### src/rtl/pg_scan_pkg.sv
package pg_scan_pkg;
  typedef enum logic [2:0] {
    SC_IDLE    = 3'd0,
    SC_REQ     = 3'd1,
    SC_EMIT    = 3'd2,
    SC_ADVANCE = 3'd3,
    SC_DONE    = 3'd4
  } scan_state_t;

  localparam logic [1:0] PERM_NONE = 2'b00;
  localparam logic [1:0] PERM_RD   = 2'b01;
  localparam logic [1:0] PERM_WR   = 2'b10;
  localparam logic [1:0] PERM_RW   = 2'b11;
endpackage

### src/rtl/pg_scan_addr_gen.sv
module pg_scan_addr_gen #(
  parameter int ADDR_W  = 12,
  parameter int SHIFT_W = 4,
  parameter int COUNT_W = 12
) (
  input  logic               clk,
  input  logic               rst_n,
  input  logic               load,
  input  logic               adv,
  input  logic [SHIFT_W-1:0] shift_in,
  input  logic [COUNT_W-1:0] count_in,
  output logic [ADDR_W-1:0]  addr,
  output logic [ADDR_W:0]    limit,
  output logic               in_empty,
  output logic               last,
  output logic               wrap
);
  localparam int WIDE_W = COUNT_W + (1 << SHIFT_W);
  localparam logic [WIDE_W-1:0] SPACE = WIDE_W'(1) << ADDR_W;

  function automatic logic [WIDE_W-1:0] window_of(input logic [COUNT_W-1:0] cnt,
                                                  input logic [SHIFT_W-1:0] sh);
    return WIDE_W'(cnt) << sh;
  endfunction

  function automatic logic [ADDR_W:0] clamp_to_space(input logic [WIDE_W-1:0] w);
    return (w > SPACE) ? SPACE[ADDR_W:0] : w[ADDR_W:0];
  endfunction

  logic [ADDR_W-1:0]  addr_q;
  logic [ADDR_W:0]    limit_q;
  logic [SHIFT_W-1:0] shift_q;
  logic [WIDE_W-1:0]  step_w;
  logic [WIDE_W-1:0]  next_w;

  always_comb begin
    step_w = WIDE_W'(1) << shift_q;
    next_w = WIDE_W'(addr_q) + step_w;
  end

  always_ff @(posedge clk) begin
    if (!rst_n) begin
      addr_q  <= '0;
      limit_q <= '0;
      shift_q <= '0;
    end else if (load) begin
      addr_q  <= '0;
      shift_q <= shift_in;
      limit_q <= clamp_to_space(window_of(count_in, shift_in));
    end else if (adv) begin
      addr_q <= next_w[ADDR_W-1:0];
    end
  end

  assign addr     = addr_q;
  assign limit    = limit_q;
  assign in_empty = (count_in == '0);
  assign last     = (next_w >= WIDE_W'(limit_q));
  assign wrap     = (next_w >= SPACE);

  // every advance moves the counter upward, never back to a low address
  assert_addr_rises_R1: assert property (@(posedge clk) disable iff (!rst_n)
    adv |=> (addr_q > $past(addr_q)));
  // a fresh scan starts from page address zero
  assert_scan_from_zero_R1: assert property (@(posedge clk) disable iff (!rst_n)
    load |=> (addr_q == '0));
endmodule

### src/rtl/pg_scan_evt_buf.sv
module pg_scan_evt_buf #(
  parameter int ADDR_W = 12
) (
  input  logic              clk,
  input  logic              rst_n,
  input  logic              load,
  input  logic [ADDR_W-1:0] addr_in,
  input  logic [ADDR_W-1:0] target_in,
  input  logic [1:0]        perm_in,
  input  logic              ready,
  output logic              valid,
  output logic              taken,
  output logic [ADDR_W-1:0] addr,
  output logic [ADDR_W-1:0] target,
  output logic [1:0]        perm
);
  logic valid_q;

  always_ff @(posedge clk) begin
    if (!rst_n) begin
      valid_q <= 1'b0;
      addr    <= '0;
      target  <= '0;
      perm    <= '0;
    end else if (load) begin
      valid_q <= 1'b1;
      addr    <= addr_in;
      target  <= target_in;
      perm    <= perm_in;
    end else if (valid_q && ready) begin
      valid_q <= 1'b0;
    end
  end

  assign valid = valid_q;
  assign taken = valid_q && ready;

  // a stalled event keeps its contents
  assert_evt_hold_R7: assert property (@(posedge clk) disable iff (!rst_n)
    (valid_q && !ready) |=> (valid_q && $stable(addr) && $stable(target) && $stable(perm)));
endmodule

### src/rtl/pg_scan_ctrl.sv
module pg_scan_ctrl
  import pg_scan_pkg::*;
(
  input  logic       clk,
  input  logic       rst_n,
  input  logic       start,
  input  logic       skip,
  input  logic       in_empty,
  input  logic       lk_ack,
  input  logic [1:0] lk_perm,
  input  logic       taken,
  input  logic       last,
  input  logic       wrap,
  output logic       load,
  output logic       adv,
  output logic       lk_req,
  output logic       evt_load,
  output logic       busy,
  output logic       done
);
  scan_state_t st_q, st_d;
  logic        idle_start;

  assign idle_start = (st_q == SC_IDLE) && start;

  always_comb begin
    st_d     = st_q;
    load     = 1'b0;
    adv      = 1'b0;
    evt_load = 1'b0;
    unique case (st_q)
      SC_IDLE: if (start) begin
        load = 1'b1;
        st_d = (skip || in_empty) ? SC_DONE : SC_REQ;
      end
      SC_REQ: if (lk_ack) begin
        if (lk_perm != PERM_NONE) begin
          evt_load = 1'b1;
          st_d     = SC_EMIT;
        end else begin
          st_d = SC_ADVANCE;
        end
      end
      SC_EMIT: if (taken) st_d = SC_ADVANCE;
      SC_ADVANCE: begin
        if (last) begin
          st_d = SC_DONE;
        end else begin
          adv  = 1'b1;
          st_d = SC_REQ;
        end
      end
      SC_DONE: st_d = SC_IDLE;
      default: st_d = SC_IDLE;
    endcase
  end

  always_ff @(posedge clk) begin
    if (!rst_n) st_q <= SC_IDLE;
    else        st_q <= st_d;
  end

  assign lk_req = (st_q == SC_REQ);
  assign busy   = (st_q != SC_IDLE);
  assign done   = (st_q == SC_DONE);

  // done is a single-cycle pulse
  assert_done_pulse_R6: assert property (@(posedge clk) disable iff (!rst_n)
    done |=> !done);
  // a skipped start finishes in the next cycle
  assert_skip_finishes_R5: assert property (@(posedge clk) disable iff (!rst_n)
    (idle_start && skip) |=> (done && !lk_req));
  // reaching the top of the space ends the scan
  assert_no_overflow_R4: assert property (@(posedge clk) disable iff (!rst_n)
    ((st_q == SC_ADVANCE) && wrap) |=> done);
  // start while busy does not restart the counter
  assert_busy_start_ignored_R8: assert property (@(posedge clk) disable iff (!rst_n)
    (busy && start) |-> !load);
endmodule

### src/rtl/pg_replay_scanner.sv
module pg_replay_scanner #(
  parameter int ADDR_W  = 12,
  parameter int SHIFT_W = 4,
  parameter int COUNT_W = 12
) (
  input  logic               clk,
  input  logic               rst_n,
  input  logic               start,
  input  logic               skip,
  input  logic [SHIFT_W-1:0] page_shift,
  input  logic [COUNT_W-1:0] entry_count,
  output logic               busy,
  output logic               done,
  output logic               lk_req,
  output logic [ADDR_W-1:0]  lk_addr,
  input  logic               lk_ack,
  input  logic [1:0]         lk_perm,
  input  logic [ADDR_W-1:0]  lk_target,
  output logic               ev_valid,
  input  logic               ev_ready,
  output logic [ADDR_W-1:0]  ev_addr,
  output logic [ADDR_W-1:0]  ev_target,
  output logic [1:0]         ev_perm
);
  logic            load, adv, evt_load, taken;
  logic            in_empty, last, wrap;
  logic [ADDR_W:0] limit;

  pg_scan_addr_gen #(.ADDR_W(ADDR_W), .SHIFT_W(SHIFT_W), .COUNT_W(COUNT_W)) u_addr (
    .clk(clk), .rst_n(rst_n), .load(load), .adv(adv),
    .shift_in(page_shift), .count_in(entry_count),
    .addr(lk_addr), .limit(limit), .in_empty(in_empty), .last(last), .wrap(wrap)
  );

  pg_scan_ctrl u_ctrl (
    .clk(clk), .rst_n(rst_n), .start(start), .skip(skip), .in_empty(in_empty),
    .lk_ack(lk_ack), .lk_perm(lk_perm), .taken(taken), .last(last), .wrap(wrap),
    .load(load), .adv(adv), .lk_req(lk_req), .evt_load(evt_load),
    .busy(busy), .done(done)
  );

  pg_scan_evt_buf #(.ADDR_W(ADDR_W)) u_evt (
    .clk(clk), .rst_n(rst_n), .load(evt_load), .addr_in(lk_addr),
    .target_in(lk_target), .perm_in(lk_perm), .ready(ev_ready),
    .valid(ev_valid), .taken(taken), .addr(ev_addr), .target(ev_target), .perm(ev_perm)
  );

  // every lookup stays inside the window
  assert_lookup_in_window_R2: assert property (@(posedge clk) disable iff (!rst_n)
    lk_req |-> ({1'b0, lk_addr} < limit));
  // no event ever carries the no-access code
  assert_evt_not_fault_R3: assert property (@(posedge clk) disable iff (!rst_n)
    ev_valid |-> (ev_perm != 2'b00));
  // no lookup while an event waits
  assert_no_lookup_pending_R7: assert property (@(posedge clk) disable iff (!rst_n)
    ev_valid |-> !lk_req);
endmodule

### config.mk
export PLATFORM = sky130hd
export DESIGN_NAME = pg_replay_scanner
export DESIGN_NICKNAME = d
export VERILOG_FILES = /design/src/rtl/pg_scan_pkg.sv /design/src/rtl/pg_scan_addr_gen.sv /design/src/rtl/pg_scan_evt_buf.sv /design/src/rtl/pg_scan_ctrl.sv /design/src/rtl/pg_replay_scanner.sv
export SDC_FILE = /design/constraint.sdc
export NUM_CORES = 1
export LEC_CHECK = 0
export BUFFER_PORTS_ARGS = -buffer_cell sky130_fd_sc_hd__buf_2
export CAP_MARGIN = 20
export CORE_MARGIN = 2
export CORE_UTILIZATION = 50
export DETAILED_ROUTE_END_ITERATION = 12
export GPL_ROUTABILITY_DRIVEN = 0
export PLACE_DENSITY_LB_ADDON = 0.08
export RECOVER_POWER = 50
export SLEW_MARGIN = 20
export SYNTH_ARGS = -nofsm -noshare
export SYNTH_HDL_FRONTEND = slang
export SYNTH_SLANG_ARGS = --single-unit
### constraint.sdc
create_clock -name clk -period 4.72 [get_ports clk]
set_input_delay 0.236 -clock clk [delete_from_list [all_inputs] [get_ports clk]]
set_output_delay 0.236 -clock clk [all_outputs]
set_load 0.005 [all_outputs]
==> results.ini <==
[floorplanning]
core_footprint_mm2 = 0.00818
floorplan.initialDensity_pct = 51.2
die_w_um = 95.5
io_pins = 78
count_of_standard_cell_rows = 33
floorplan.die.height_um = 95.5
die-area_mm2 = 0.00912

[synth]
synth_cell_types = 64
synthesis.yosys.warnings = 0
synth.yosys.seq_area_share_pct = 28.2
netlist_top_cells_area = sky130_fd_sc_hd__dfxtp_1 28%, sky130_fd_sc_hd__nand2_1 7.8%, sky130_fd_sc_hd__ha_1 7.5%
ys_ff_latch = 59
proportion_of_netlist_area_held_by_the_largest_area_contributor_pct = 28.2
synth_top_flop_cell = sky130_fd_sc_hd__dfxtp_1
synth-edff-count = 0
syn_inst = 534
synth_async_sr_flop_share_pct = 0
syn_area_per_cell_um2 = 7.84
synth.net_count = 596
synth.largest_area_cell = sky130_fd_sc_hd__dfxtp_1
synth_area_mm2 = 0.00418

[cells_and_area]
finish.net_count = 654
number_of_standard_cells_in_the_layout_taps_in_and_fillers_out = 702
sequential_cell_area_mm2 = 0.00118
postLayoutCellArea_mm2 = 0.00477
number_of_fill_cells = 823
multiInputGateArea_mm2 = 0.00277
post-route-util_pct = 58.3
final_layout_size_suffix_gt1_share_pct = 14.6
num_antenna_cells = 0
syn_to_final_growth_pct = 13.9

[global_route]
groute.usage.overall_pct = 25.2
grt_overflow_total = 0
grt_antenna_before_repair = 0
first_global_vias = 3605
maximum_number_of_pins_on_one_net_before_global_route_repair = 40
wire_length_of_the_first_global_routing_pass_um = 17800

[critical_path]
timing.critical_path.mode_cell = sky130_fd_sc_hd__a21oi_1
maximum_fanout_encountered_on_the_critical_timing_path = 12
start_kind = flip-flop
crit_required_ps = 4980
rr_startpoint = u_addr.shift_q[0]
crit_slowest_cell = sky130_fd_sc_hd__dfxtp_1
wp_data_arrival_ps = 4480
setup.worst_path.end_class = flip-flop
timing.critical_path.cells = nand2b_1 > nor3_1 > ha_1 > a21oi_1 > nor3_1 > or3b_1 > a21oi_1 > xnor2_1 > ha_1 > a211oi_1 > nand2_1 > a2111o_1 > a41oi_1 > o21a_2 > nand3_1 > a21oi_1
timing_worst_setup_path_type = flip-flop to flip-flop
worst_path_largest_cell_delay_ps = 460
critical_path.startpoint = u_addr.shift_q[0]

[drt]
via_count = 4148
met3WireLength_um = 712
detail_route.vias_per_cell = 5.91
drt_pass1_iterations = 5
route.top_layer_used = met4
route.layer.met1.wl_um = 5210
drt-initial-drc-count = 202
route.met2.wl_um = 5290
detail-route-antenna-nets = 0
drt-total-wl_um = 11500
drc = 0
routed_wire_length_per_instance_um = 16.3

[sta]
final_period_minus_worst_setup_slack_ps = 4220
finalClockSkew_ps = 11.5
fmax_ghz = 0.237
tns_ps = 0
rsz0062_at_grt = no
timing.final.hold_violations = 0
setup_viol = 0
final.period_utilization_pct = 89.4
finalMaxSlewViolations = 0
worstMarginPinSlew_ps = 959
timing.max_slew.rel_slack_pct = 35.4

[clock_network]
cts_buffer_depth = 2
htreeDepth = 3
cts_tree = yes
cts-buffers-inserted = 9
cts_num_sinks = 59
clk_root_buffer_cell = sky130_fd_sc_hd__clkbuf_8
cts_hold_buf = 0
resized_after_cts = 0
cts.clk_slew.worst_paths_ps = 80
cts_setup_buffers = 0
clock_insertion_delay_worst_skew_ps = 340

[worst_hold_path]
worstHoldStart = lk_target[9]
worstHoldPathType = input pin to flip-flop

[power_and_ir_drop]
power.ir.vdd_worst_v = 0.000164
power.leakage_nw = 1.85
power.density_mw_per_mm2 = 270

[placement]
dp.final_hpwl_um = 8560
numPlacedInstances = 686
io_buffers = 77
post_dp_cell_area_mm2 = 0.00457

[outcome]
status = finished, final reports clean

[run]
timing.max_cap.violations = 0

[power by group]
group | total [mW] | internal (mW) | switching (mW)
Sequential | 0.520 | 0.508 | 0.0118
Clock | 0.516 | 0.299 | 0.217
Combinational | 0.251 | 0.0912 | 0.160
[flip-flops by register name, summed over array words and instances (netlist names)]
| signal | cells |
|---|---|
| u_addr.addr | 12 |
| u_evt.addr | 12 |
| u_evt.perm | 2 |
| u_evt.valid | 1 |
| u_ctrl.st_q | 3 |
| u_addr.limit | 13 |
| u_evt.target | 12 |
| u_addr.shift_q | 4 |
[layout make-up]
cell class | instances | area share, %
clock buffers | 9 | 2.60
flip-flops and latches | 59 | 24.8
inverters | 26 | 2.05
multi-input cells | 417 | 58.0
well taps | 105 | 2.76
clock inverters | 7 | 2.10
repair buffers | 79 | 7.69
[routing by layer]
metal	vias to the layer above	track usage (%)
met5	-	0
met4	0	8.45
met3	21	5.14
met2	148	40.6
met1	1917	33.6
li1	2062	-
[worst max-delay path, delay by kind of cell, from the launching register on]
kind                       cells  cell delay [ps]
AOI/OAI and AO/OA              7             1690
and+or+nand+nor                6             1180
adders and majority gates      2              610
DFF                            1              460
xor gates and xnor gates       1              190
[path summary, 6_finish.rpt]
path	to	slack, ps	depth (start not counted)
max	u_addr.addr[5]	500	16
min	u_evt.target[9]	130	3
max reg2reg	u_addr.addr[5]	500	16
min reg2reg	u_evt.target[1]	460	2
[synthesized netlist by cell type (all sizes together), types with 10 or more instances]
library cell	count
nand2b	10
buf	12
nor2	31
mux2i	12
nand2	87
a21oi	36
ha	25
nand3	19
o21ai	33
inv	26
a21boi	32
nor3	20
clkbuf	20
dfxtp	59
[stage by stage]
step | setup WS [ps] | power, mW | hold WS [ps]
after floorplan | 852 | 0.710 | 381
after global placement | 596 | 0.773 | 448
after detailed placement | 441 | 0.776 | 455
after CTS | 401 | 1.29 | 123
after global routing | 102 | 1.34 | 135
final | 499 | 1.29 | 135
[placed cells by master (no fill, tap or decap), drive strengths merged, types with 4 or more instances in the layout]
master / Yosys / final
a211oi: 7 / 7
a21boi: 32 / 32
a21o: 6 / 6
a21oi: 36 / 36
a31oi: 6 / 6
a32o: 8 / 8
a41oi: 4 / 4
buf: 12 / 51
clkbuf: 20 / 37
dfxtp: 59 / 59
ha: 25 / 25
inv: 26 / 27
mux2: 8 / 8
mux2i: 12 / 12
nand2: 87 / 87
nand2b: 10 / 10
nand3: 19 / 19
nand4: 4 / 4
nor2: 31 / 31
nor3: 20 / 20
nor4: 4 / 4
o21a: 5 / 5
o21ai: 33 / 33
o221ai: 4 / 4
xnor2: 6 / 6
xor2: 5 / 5
[cell families (layout without fill, tap and decap cells)]
logic type               Yosys count  in the layout  share of synthesized area, %
AO/OA/AOI/OAI                    166            166                          27.5
adder cells (fa/ha/maj)           26             26                          7.95
buffers and inverters             58            121                          5.80
AND/OR/NAND/NOR                  191            191                          21.0
flip-flops                        59             59                          28.2
XOR/XNOR                          11             11                          2.30
multiplexers                      23             23                          7.21
No activity file was read; power rests on OpenSTA's default activity.
